--- config.mk ---
export PLATFORM = sky130hd
export DESIGN_NAME = region_splitter
export DESIGN_NICKNAME = d
export VERILOG_FILES = /design/src/rtl/region_splitter_pkg.sv /design/src/rtl/region_size_unit.sv /design/src/rtl/region_encoder.sv /design/src/rtl/region_splitter.sv
export SDC_FILE = /design/constraint.sdc
export NUM_CORES = 1
export LEC_CHECK = 0
export BUFFER_PORTS_ARGS = -buffer_cell sky130_fd_sc_hd__buf_2
export CORE_ASPECT_RATIO = 1.5
export CORE_UTILIZATION = 58
export DETAILED_ROUTE_END_ITERATION = 12
export PLACE_DENSITY = 0.81
export SLEW_MARGIN = 20
export SYNTH_ARGS = -nofsm -noshare
export SYNTH_HDL_FRONTEND = slang
export SYNTH_HIERARCHICAL = 1
export SYNTH_SLANG_ARGS = --single-unit
--- constraint.sdc ---
create_clock -name clk -period 8.2 [get_ports clk]
set_input_delay 0.82 -clock clk [delete_from_list [all_inputs] [get_ports clk]]
set_output_delay 0.82 -clock clk [all_outputs]
set_load 0.02 [all_outputs]
--- src/rtl/region_splitter_pkg.sv ---
package region_splitter_pkg;
  localparam int PA_W       = 36;
  localparam int PAGE_SHIFT = 12;
  localparam int PAGE_W     = PA_W - PAGE_SHIFT;
  localparam int TYPE_W     = 8;
  localparam int VALID_BIT  = 11;

  typedef enum logic [1:0] {
    ST_IDLE = 2'd0,
    ST_RUN  = 2'd1,
    ST_FIN  = 2'd2
  } split_state_e;
endpackage

--- src/rtl/region_size_unit.sv ---
module region_size_unit #(
  parameter int PAGE_W = 24,
  parameter int EXP_W  = $clog2(PAGE_W + 1)
) (
  input  logic [PAGE_W-1:0] page,
  input  logic [PAGE_W-1:0] count,
  output logic [EXP_W-1:0]  size_exp,
  output logic [PAGE_W-1:0] size_pages
);
  logic [EXP_W-1:0] align_exp;
  logic [EXP_W-1:0] fit_exp;

  // lowest set bit of the page number; an all-zero page gives PAGE_W
  always_comb begin
    align_exp = EXP_W'(PAGE_W);
    for (int i = PAGE_W - 1; i >= 0; i--) begin
      if (page[i]) align_exp = EXP_W'(i);
    end
  end

  // highest set bit of the remaining count
  always_comb begin
    fit_exp = '0;
    for (int i = 0; i < PAGE_W; i++) begin
      if (count[i]) fit_exp = EXP_W'(i);
    end
  end

  assign size_exp   = (align_exp < fit_exp) ? align_exp : fit_exp;
  assign size_pages = PAGE_W'(1) << size_exp;
endmodule

--- src/rtl/region_encoder.sv ---
module region_encoder #(
  parameter int PA_W       = 36,
  parameter int PAGE_SHIFT = 12,
  parameter int TYPE_W     = 8,
  parameter int VALID_BIT  = 11,
  localparam int PAGE_W    = PA_W - PAGE_SHIFT
) (
  input  logic              blank,
  input  logic [PAGE_W-1:0] page,
  input  logic [PAGE_W-1:0] size_pages,
  input  logic [TYPE_W-1:0] mem_type,
  output logic [PA_W-1:0]   base_word,
  output logic [PA_W-1:0]   mask_word
);
  logic [PAGE_W-1:0] neg_size;
  logic [PA_W-1:0]   base_raw;
  logic [PA_W-1:0]   mask_raw;

  assign neg_size = PAGE_W'(0) - size_pages;

  always_comb begin
    base_raw = {page, {PAGE_SHIFT{1'b0}}};
    base_raw[TYPE_W-1:0] = mem_type;
    mask_raw = {neg_size, {PAGE_SHIFT{1'b0}}};
    mask_raw[VALID_BIT] = 1'b1;
  end

  assign base_word = blank ? '0 : base_raw;
  assign mask_word = blank ? '0 : mask_raw;
endmodule

--- src/rtl/region_splitter.sv ---
module region_splitter
  import region_splitter_pkg::*;
#(
  parameter int NUM_REGS  = 8,
  parameter int RESERVED  = 2,
  localparam int IDX_W    = $clog2(NUM_REGS) + 1,
  localparam int LIMIT    = NUM_REGS - RESERVED,
  localparam int EXP_W    = $clog2(PAGE_W + 1)
) (
  input  logic              clk,
  input  logic              rst_n,
  input  logic              start,
  input  logic              disable_op,
  input  logic [IDX_W-1:0]  first_reg,
  input  logic [PAGE_W-1:0] start_page,
  input  logic [PAGE_W-1:0] page_count,
  input  logic [TYPE_W-1:0] mem_type,
  output logic              busy,
  output logic              done,
  output logic [IDX_W-1:0]  next_reg,
  output logic              wr_valid,
  input  logic              wr_ready,
  output logic [IDX_W-1:0]  wr_idx,
  output logic [PA_W-1:0]   wr_base,
  output logic [PA_W-1:0]   wr_mask
);
  split_state_e      state_q;
  logic [PAGE_W-1:0] page_q;
  logic [PAGE_W-1:0] remain_q;
  logic [IDX_W-1:0]  idx_q;
  logic [TYPE_W-1:0] type_q;
  logic              blank_q;
  logic [IDX_W-1:0]  next_q;

  logic [EXP_W-1:0]  step_exp;
  logic [PAGE_W-1:0] step_size;
  logic [PAGE_W-1:0] remain_after;
  logic [IDX_W-1:0]  idx_after;
  logic              fire;
  logic              cmd_empty;

  region_size_unit #(.PAGE_W(PAGE_W)) u_size (
    .page       (page_q),
    .count      (remain_q),
    .size_exp   (step_exp),
    .size_pages (step_size)
  );

  region_encoder #(
    .PA_W       (PA_W),
    .PAGE_SHIFT (PAGE_SHIFT),
    .TYPE_W     (TYPE_W),
    .VALID_BIT  (VALID_BIT)
  ) u_enc (
    .blank      (blank_q),
    .page       (page_q),
    .size_pages (step_size),
    .mem_type   (type_q),
    .base_word  (wr_base),
    .mask_word  (wr_mask)
  );

  assign fire         = (state_q == ST_RUN) && wr_ready;
  assign remain_after = remain_q - step_size;
  assign idx_after    = idx_q + IDX_W'(1);
  assign cmd_empty    = (page_count == '0) || (first_reg >= IDX_W'(LIMIT));

  always_ff @(posedge clk) begin
    if (!rst_n) begin
      state_q  <= ST_IDLE;
      page_q   <= '0;
      remain_q <= '0;
      idx_q    <= '0;
      type_q   <= '0;
      blank_q  <= 1'b0;
      next_q   <= '0;
    end else begin
      case (state_q)
        ST_IDLE: begin
          if (start) begin
            page_q   <= start_page;
            remain_q <= page_count;
            idx_q    <= first_reg;
            type_q   <= mem_type;
            blank_q  <= disable_op;
            next_q   <= first_reg;
            if (disable_op || !cmd_empty) state_q <= ST_RUN;
            else                          state_q <= ST_FIN;
          end
        end
        ST_RUN: begin
          if (fire) begin
            if (blank_q) begin
              state_q <= ST_FIN;
            end else begin
              page_q   <= page_q + step_size;
              remain_q <= remain_after;
              idx_q    <= idx_after;
              if (remain_after == '0 || idx_after >= IDX_W'(LIMIT)) begin
                next_q  <= idx_after;
                state_q <= ST_FIN;
              end
            end
          end
        end
        ST_FIN:  state_q <= ST_IDLE;
        default: state_q <= ST_IDLE;
      endcase
    end
  end

  assign busy     = (state_q == ST_RUN);
  assign done     = (state_q == ST_FIN);
  assign wr_valid = (state_q == ST_RUN);
  assign wr_idx   = idx_q;
  assign next_reg = next_q;

  logic unused_exp;
  assign unused_exp = ^step_exp;
endmodule

==> impl_metrics.yaml, run 1 <==
clock_network:
  cts_buffers: 9
  cts_max_path_buffers: 2
  post_cts_resized: 0
  post-cts-setup-buffers: 0
  ctsHoldBuffers: 0
  cts_tree: "built"
  clock-sinks: 67
  clkLatencyLatePin_ns: 0.35
  cts.clk_slew.worst_paths_ns: 0.07
  h-tree-depth: 3
  clock-root-buffer: "clkbuf_16"
worst_setup_path:
  cp.required_ns: 7.38
  crit_type: "reg -> out"
  critPathCaptureType: "output pin"
  r2r_slack_ns: 0.88
  cpMaxStageDelayCell: "or4b_1"
  arrival_ns: 6.65
  crit_family: "simple AND/OR/NAND/NOR gates"
  cp-start-kind: "flop"
  r2r_start: "remain_q[8]"
  max_stage_delay_ns: 0.62
  reg2regPathDepth: 25
  worstPathMaxFanout: 8
  path_cells: "or4_4 > a21oi_1 > nor2_1 > o21ai_0 > inv_1 > ha_1 > a21o_1 > o2111a_1 > a311oi_4 > o21ai_4 > nor2_8 > mux2i_2 > nor2_1 > inv_1 > ha_1 > or4b_1 > or4b_4 > nor3_1 > mux2_2 > buf_2"
  crit_cells: 20
  r2r-end: "next_reg[3]"
  crit_buf_inv: 3
drt:
  drt_iter0_drc: 521
  vias: 8805
  postRouteAntennaNets: 0
  drt-total-wl_um: 27200
  firstDrtPassIters: 5
  wire_per_inst_um: 19.8
  drc: 0
  via_per_inst: 6.39
floorplanning:
  ios: 148
  start_util_pct: 60.2
  row_count: 51
  die_y_um: 145
  die_area_um2: 14100
  coreArea_um2: 13100
  chipWidth_um: 97.4
sta:
  finalSetupViolCount: 0
  finalCritPeriodShare_pct: 91.1
  tightest_slew_ns: 1.10
  max_freq_mhz: 134
  hold_violations: 0
  rsz0062_at_grt: "false"
  post-route-min-period_ns: 7.47
  setup_tns_ns: 0
  skew_ns: 0.00815
  max-slew-margin-rel_pct: 26.7
  drv_slew: 0
pwr:
  p_comb_share_pct: 73.4
  clkPwrFrac_pct: 13.1
  max-vdd-ir-drop_uv: 338
  switching_power_uw: 1820
  internal_power_uw: 1560
  p_leak_uw: 0.00401
  switching_share_pct: 53.9
  power_per_cell_area_nw_per_um2: 381
  p_seq_share_pct: 13.5
synth:
  synth_warnings: 6
  netlist_area_um2: 7920
  syn_inst: 1118
  synth.avg_cell_area_um2: 7.08
grt:
  grt_pass1_vias: 8385
  grt_pass1_wl_um: 42800
  gr-usage-all-layers_pct: 37.7
  grt_max_degree: 81
  grt_remaining_overflow: 0
  antenna_found_initial: 0
min_path:
  min_path_cells: 2
  holdCritStartpoint: "type_q[1]"
  min_to: "type_q[1]"
  min_path_type: "reg -> reg"
cells_and_area:
  reg.largest.list: "page_q (24), remain_q (24), type_q (8)"
  nFillCells: 1268
  drive_above_1_share_pct: 17.3
  nets: 1332
  post-route-util_pct: 67.6
  final_cells: 1377
  diodes: 0
  final_common_cell: "nor2_1"
  area_delta_synth_final_pct: 12.3
  final_cell_mix: "133 x nor2_1, 132 x buf_2, 115 x nand2_1"
job:
  cap_violations: 0
place:
  globalplace.congestion: 1.04
  io_buffers: 132
  dpl.hpwl_um: 20900
  dp_cells: 1361
run_status:
  status: "finished, final reports clean"
[layout make-up]
class | instances | area (um2) | share of cell area, %
Clock buffer | 9 | 225 | 2.53
Clock inverter | 7 | 100 | 1.13
Sequential cell | 67 | 1340 | 15.1
Tap cell | 159 | 199 | 2.24
Inverter | 57 | 216 | 2.44
Multi-Input combinational cell | 939 | 6090 | 68.5
Timing Repair Buffer | 139 | 713 | 8.03
[worst max path at each step]
stage / slack (ns) / endpoint / start
final: 0.73 / wr_mask[32] / remain_q[8]
after global routing: 0.41 / wr_mask[32] / page_q[16]
after CTS: 0.80 / wr_mask[32] / remain_q[8]
after detailed placement: 1.06 / next_reg[3] / remain_q[8]
after global placement: 1.17 / next_reg[3] / page_q[16]
after floorplan: 1.83 / wr_mask[34] / remain_q[8]
[power groups by stage]
stage / Sequential, uW / Clock [uW] / Combinational [uW]
after global placement: 459 / 0 / 2410
after CTS: 454 / 443 / 2440
after detailed placement: 461 / 0 / 2430
final: 457 / 445 / 2480
after floorplan: 438 / 0 / 1860
after global routing: 462 / 460 / 2690
[worst min-delay path, delay by kind of cell, from the launching register on]
kind | cells | cell delay, ns
flops | 1 | 0.31
simple gates | 1 | 0.05
compound gates | 1 | 0.05
[metal layers]
| metal | track usage, % | vias to the layer above | share of wire (%) |
|---|---|---|---|
| li1 | - | 4261 | - |
| met1 | 40.3 | 4088 | 37 |
| met2 | 69.4 | 366 | 52 |
| met3 | 4.19 | 90 | 5.0 |
| met4 | 23.5 | 0 | 6.4 |
| met5 | 0 | - | 0 |
[stage by stage]
| stage | setup slack [ns] | hold WS [ns] | power, uW | cell area [um2] |
|---|---|---|---|---|
| after floorplan | 1.83 | 0.432 | 2290 | 7970 |
| after global placement | 1.17 | 0.437 | 2870 | 8560 |
| after detailed placement | 1.06 | 0.445 | 2890 | 8560 |
| after CTS | 0.796 | 0.454 | 3340 | 8890 |
| after global routing | 0.413 | 0.472 | 3610 | 8890 |
| final | 0.732 | 0.454 | 3390 | 8890 |
Power figures use the tool's default switching activity.
==> run 2: changes to the inputs <==
Settings changed: ABC_AREA set to 1, CORE_UTILIZATION 58 to 59, GPL_ROUTABILITY_DRIVEN set to 0.
==> run 2 against run 1 <==
  * Clock skew rose by 0.0050 ns
  * Core utilization fell by 0.64 points
  * Cell count rose by 37%
  * Sequential share of layout area fell by 1.3 points
  * Sequential cell count did not move
  * Via count rose by 20%
  * Clock-buffer cell count did not move
  * Maximum frequency rose by 17%
  * Worst setup slack improved by 1.1 ns
  * Synthesized cell count rose by 41%
  * First-iteration DRC count rose by 46%
  * Die area rose by 7.8%
==> impl_metrics.yaml, run 2 <==
run_status:
  status: "finished, final reports clean"
floorplanning:
  die_y_um: 151
  die_area_um2: 15200
  row_count: 54
  chipWidth_um: 101
  coreArea_um2: 14500
  start_util_pct: 60.1
  ios: 148
sta:
  finalSetupViolCount: 0
  finalHoldWorstSlack_ns: 0.486
  finalCritPeriodShare_pct: 77.7
  max_freq_mhz: 157
  hold_violations: 0
  setup_slack_ns: 1.83
  setup_tns_ns: 0
  max-slew-margin-rel_pct: 31.0
  skew_ns: 0.0132
  rsz0062_at_grt: "false"
  post-route-min-period_ns: 6.37
  tightest_slew_ns: 1.03
  drv_slew: 0
synth:
  synth_top_area_share_pct: 18.1
  synth_seq_cells: 67
  synth.avg_cell_area_um2: 5.51
  netlist_area_um2: 8690
  yosys-top-cells-area: "nand2_1 18%, dfxtp_1 15%, inv_1 12%"
  synth_warnings: 6
  synth_edf_count: 0
  synth_common_cells: "420 x nand2_1, 276 x inv_1, 242 x nor2_1"
  yosys.cell_types.count: 54
  synth_ff_type: "dfxtp_1"
  synthArstFlopShare_pct: 0
  yosysMostFrequentCell: "nand2_1"
  syn_inst: 1577
  yosysSeqAreaShare_pct: 15.4
  synth_largest_area_cell: "nand2_1"
cells_and_area:
  final_cell_mix: "420 x nand2_1, 276 x inv_1, 242 x nor2_1"
  multiInputGateArea_um2: 6050
  final_cells: 1891
  final_common_cell: "nand2_1"
  area_delta_synth_final_pct: 11.4
  drive_above_1_share_pct: 13.8
  nets: 1808
  layout.area.seq_um2: 1340
  nFillCells: 1484
  reg.largest.list: "page_q (24), remain_q (24), type_q (8)"
drt:
  drt-total-wl_um: 31600
  drt_iter0_drc: 759
  firstDrtPassIters: 7
  wl_met2_um: 15100
  vias: 10583
  drc: 0
  wire_per_inst_um: 16.7
  postRouteAntennaNets: 0
  route.met3.wl_um: 2960
  top_layer: "met4"
  drt-met1-wl_um: 10700
  via_per_inst: 5.60
grt:
  grt_remaining_overflow: 0
  grt_pass1_vias: 9951
  antenna_found_initial: 0
  gr-usage-all-layers_pct: 42.7
  grt_max_degree: 64
  grt_pass1_wl_um: 49100
clock_network:
  cts_tree: "built"
  cts.clk_slew.worst_paths_ns: 0.07
  clock-root-buffer: "clkbuf_16"
  clkLatencyLatePin_ns: 0.35
  ctsHoldBuffers: 0
  clock-sinks: 67
  cts_max_path_buffers: 2
  h-tree-depth: 3
  post-cts-setup-buffers: 0
  post_cts_resized: 0
  cts_buffers: 9
place:
  dp_slack_ns: 2.27
  dpl.hpwl_um: 23500
  dp_cells: 1874
  io_buffers: 132
worst_setup_path:
  r2r-end: "next_reg[2]"
  cp_common_cell: "nand2_1"
  crit_type: "reg -> reg"
  r2r_slack_ns: 1.83
  max_stage_delay_ns: 0.82
  cp-start-kind: "flop"
  worstPathMaxFanout: 10
  critPathCaptureType: "flop"
  r2r_start: "page_q[16]"
  cp.required_ns: 8.45
  cpMaxStageDelayCell: "nor2_1"
  arrival_ns: 6.62
  reg2regPathDepth: 29
job:
  cap_violations: 0
min_path:
  min_path_cells: 2
  min_path_type: "reg -> reg"
  holdCritStartpoint: "type_q[5]"
  min_to: "type_q[5]"
run 2: metal layers:
metal,global-route usage (%),vias up
li1,-,5163
met1,42.6,4754
met2,72.3,483
met3,13.6,183
met4,34.3,0
met5,0,-
run 2: cells by family (layout without fill, tap and decap cells):
family          Yosys count  in the layout  synth area share [%]
compound gates          253            253                  16.8
flops                    67             67                  15.4
simple gates            847            847                  42.2
buf+inv                 336            439                  15.7
xor+xnor                 19             19                  1.92
other cells               1             16                0.0432
fa+ha+maj                54             54                  7.95
run 2: area by class of cell:
type                            instances  area share [%]
Inverter                              287            11.1
Clock inverter                          7           0.530
Tap cell                              196            2.53
Clock buffer                            9            2.33
Sequential cell                        67            13.9
Antenna cell                            1          0.0258
Multi-Input combinational cell       1188            62.5
Timing Repair Buffer                  136            7.13
run 2: how the worst max path moves through the flow:
| stage | start | to | slack (ns) | cells past startpoint |
|---|---|---|---|---|
| after detailed placement | page_q[16] | next_reg[2] | 2.27 | 29 |
| after global placement | page_q[16] | next_reg[2] | 2.42 | 29 |
| after CTS | page_q[16] | next_reg[2] | 2.27 | 29 |
| after floorplan | page_q[16] | next_reg[2] | 3.48 | 32 |
| final | page_q[16] | next_reg[2] | 1.83 | 29 |
| after global routing | page_q[16] | next_reg[2] | 1.56 | 29 |
run 2: per-stage QoR:
stage	cell area [um2]	util, %
after global routing	9680	66.9
after detailed placement	9400	65.0
final	9680	67.0
after floorplan	8740	-
after CTS	9680	66.9
after global placement	9400	65.0
run 2: worst max-delay path, delay by kind of cell, from the launching register on:
family	cells	cell delay, ns
AND/OR/NAND/NOR	21	3.83
AO/OA/AOI/OAI	5	1.19
adder cells (fa/ha/maj)	2	0.71
flip-flops	1	0.37
buffers and inverters	1	0.15
Power of run 2 is left out: the tool's default activity adds up to more than one toggle a clock period on the data nets, which glitch-free logic cannot reach.
==> run 3: changes to the inputs <==
Clock period 8.2 ns to 6.27 ns, I/O delays scaled along.
==> run 3 against run 2 <==
  * Hold slack better by 0.0016 ns
  * First-iteration DRC count is 19% higher
  * Worst setup slack worse by 1.5 ns
  * Sequential cell count did not move
  * Routed wire length up 1.8%
  * Maximum frequency increased by 6.5%
  * Global-route usage up 1.7 points
  * Via count grew 2.2%
  * Critical path depth grew 10
==> impl_metrics.yaml, run 3 (synthesized netlist as in run 2, its figures left out) <==
cells_and_area:
  final_common_cell: "nand2_1"
  nets: 1825
  final_cell_mix: "420 x nand2_1, 276 x inv_1, 238 x nor2_1"
  drive_above_1_share_pct: 15.0
  reg.largest.list: "page_q (24), remain_q (24), type_q (8)"
  area_delta_synth_final_pct: 13.7
  final_cell_area_um2: 9880
run_status:
  status: "finished, final reports clean"
grt:
  grt_max_degree: 64
  grt_pass1_wl_um: 50900
  grt_pass1_vias: 10181
  antenna_found_initial: 2
  grt_remaining_overflow: 0
  gr-usage-all-layers_pct: 44.4
sta:
  rsz0062_at_grt: "false"
  drv_slew: 0
  hold_violations: 0
  max-slew-margin-rel_pct: 33.0
  finalCritPeriodShare_pct: 95.4
  finalSetupViolCount: 0
  max_freq_mhz: 167
  skew_ns: 0.00954
  tightest_slew_ns: 0.999
  post-route-min-period_ns: 5.98
  setup_tns_ns: 0
worst_setup_path:
  cp.required_ns: 6.51
  cp-start-kind: "flop"
  arrival_ns: 6.22
  cp_common_cell: "nand2_1"
  crit_type: "reg -> reg"
  critPathCaptureType: "flop"
  worstPathMaxFanout: 10
  cpMaxStageDelayCell: "nor2_2"
  max_stage_delay_ns: 0.59
  crit_family: "simple AND/OR/NAND/NOR gates"
  crit_buf_inv: 4
place:
  placedInstanceArea_um2: 9530
  dpl.hpwl_um: 23700
  io_buffers: 132
floorplanning:
  die_area_um2: 15200
  ios: 148
  die_y_um: 151
  coreArea_um2: 14500
  chipWidth_um: 101
  start_util_pct: 60.1
  row_count: 54
drt:
  drc: 0
  firstDrtPassIters: 9
  via_per_inst: 5.66
  wire_per_inst_um: 16.8
  drt_iter0_drc: 900
  drt-total-wl_um: 32200
  postRouteAntennaNets: 0
  vias: 10813
job:
  cap_violations: 0
clock_network:
  cts.clk_slew.worst_paths_ns: 0.07
  clock-sinks: 67
  ctsHoldBuffers: 0
  cts_tree: "built"
  cts_max_path_buffers: 2
  clock-root-buffer: "clkbuf_16"
  h-tree-depth: 3
  clkLatencyLatePin_ns: 0.35
  cts_buffers: 9
min_path:
  min_path_type: "reg -> reg"
## run 3: cell types whose count changed in the layout (fill, tap and decap cells not counted), sizes merged
cell and delta:
buf +17, clkinv -3, inv +3, bufinv +2, clkinvlp -2, diode +1
## run 3: stage by stage
step / worst slack (ns) / instances / utilization [%] / hold WS, ns
after floorplan: 1.55 / 1591 / - / 0.450
after global placement: 0.485 / 1891 / 65.9 / 0.465
after detailed placement: 0.467 / 1891 / 65.9 / 0.473
after CTS: 0.463 / 1907 / 68.2 / 0.488
after global routing: 0.0297 / 1908 / 68.3 / 0.506
final: 0.291 / 1909 / 68.4 / 0.487
## run 3: final cells by class
class	instances	area [um2]
Fill cell	1487	4580
Timing Repair Buffer	153	818
Multi-Input combinational cell	1188	6070
Antenna cell	2	5.00
Sequential cell	67	1340
Tap cell	196	245
Inverter	287	1080
Clock buffer	9	225
Clock inverter	7	104
## run 3: what timing repair did
item | in CTS | in global routing
setup endpoints to repair | 0 | 6
gates resized for setup | 0 | 6
buffers inserted | 0 | 0
## run 3: worst paths after layout
check,startpoint,end,slack (ns),cells after the start
setup / recovery,remain_q[2],state_q[0],0.29,39
hold / removal,type_q[6],type_q[6],0.49,2
setup reg to reg,remain_q[2],state_q[0],0.29,39
hold reg to reg,type_q[6],type_q[6],0.49,2
## run 3: per-layer routing
| layer | vias to the layer above | global-route usage [%] | routed length (um) |
|---|---|---|---|
| met5 | - | 0 | 0 |
| met4 | 0 | 37.8 | 2960 |
| met3 | 215 | 15.4 | 2880 |
| met2 | 600 | 73.1 | 15500 |
| met1 | 4806 | 44.2 | 10800 |
| li1 | 5192 | - | - |
## run 3: tightest hold or removal path: stages (launching register included)
cell and delay, ns:
dfxtp_1 0.33, nor2_1 0.05, nor2_1 0.08
Power of run 3 is left out for the same reason.
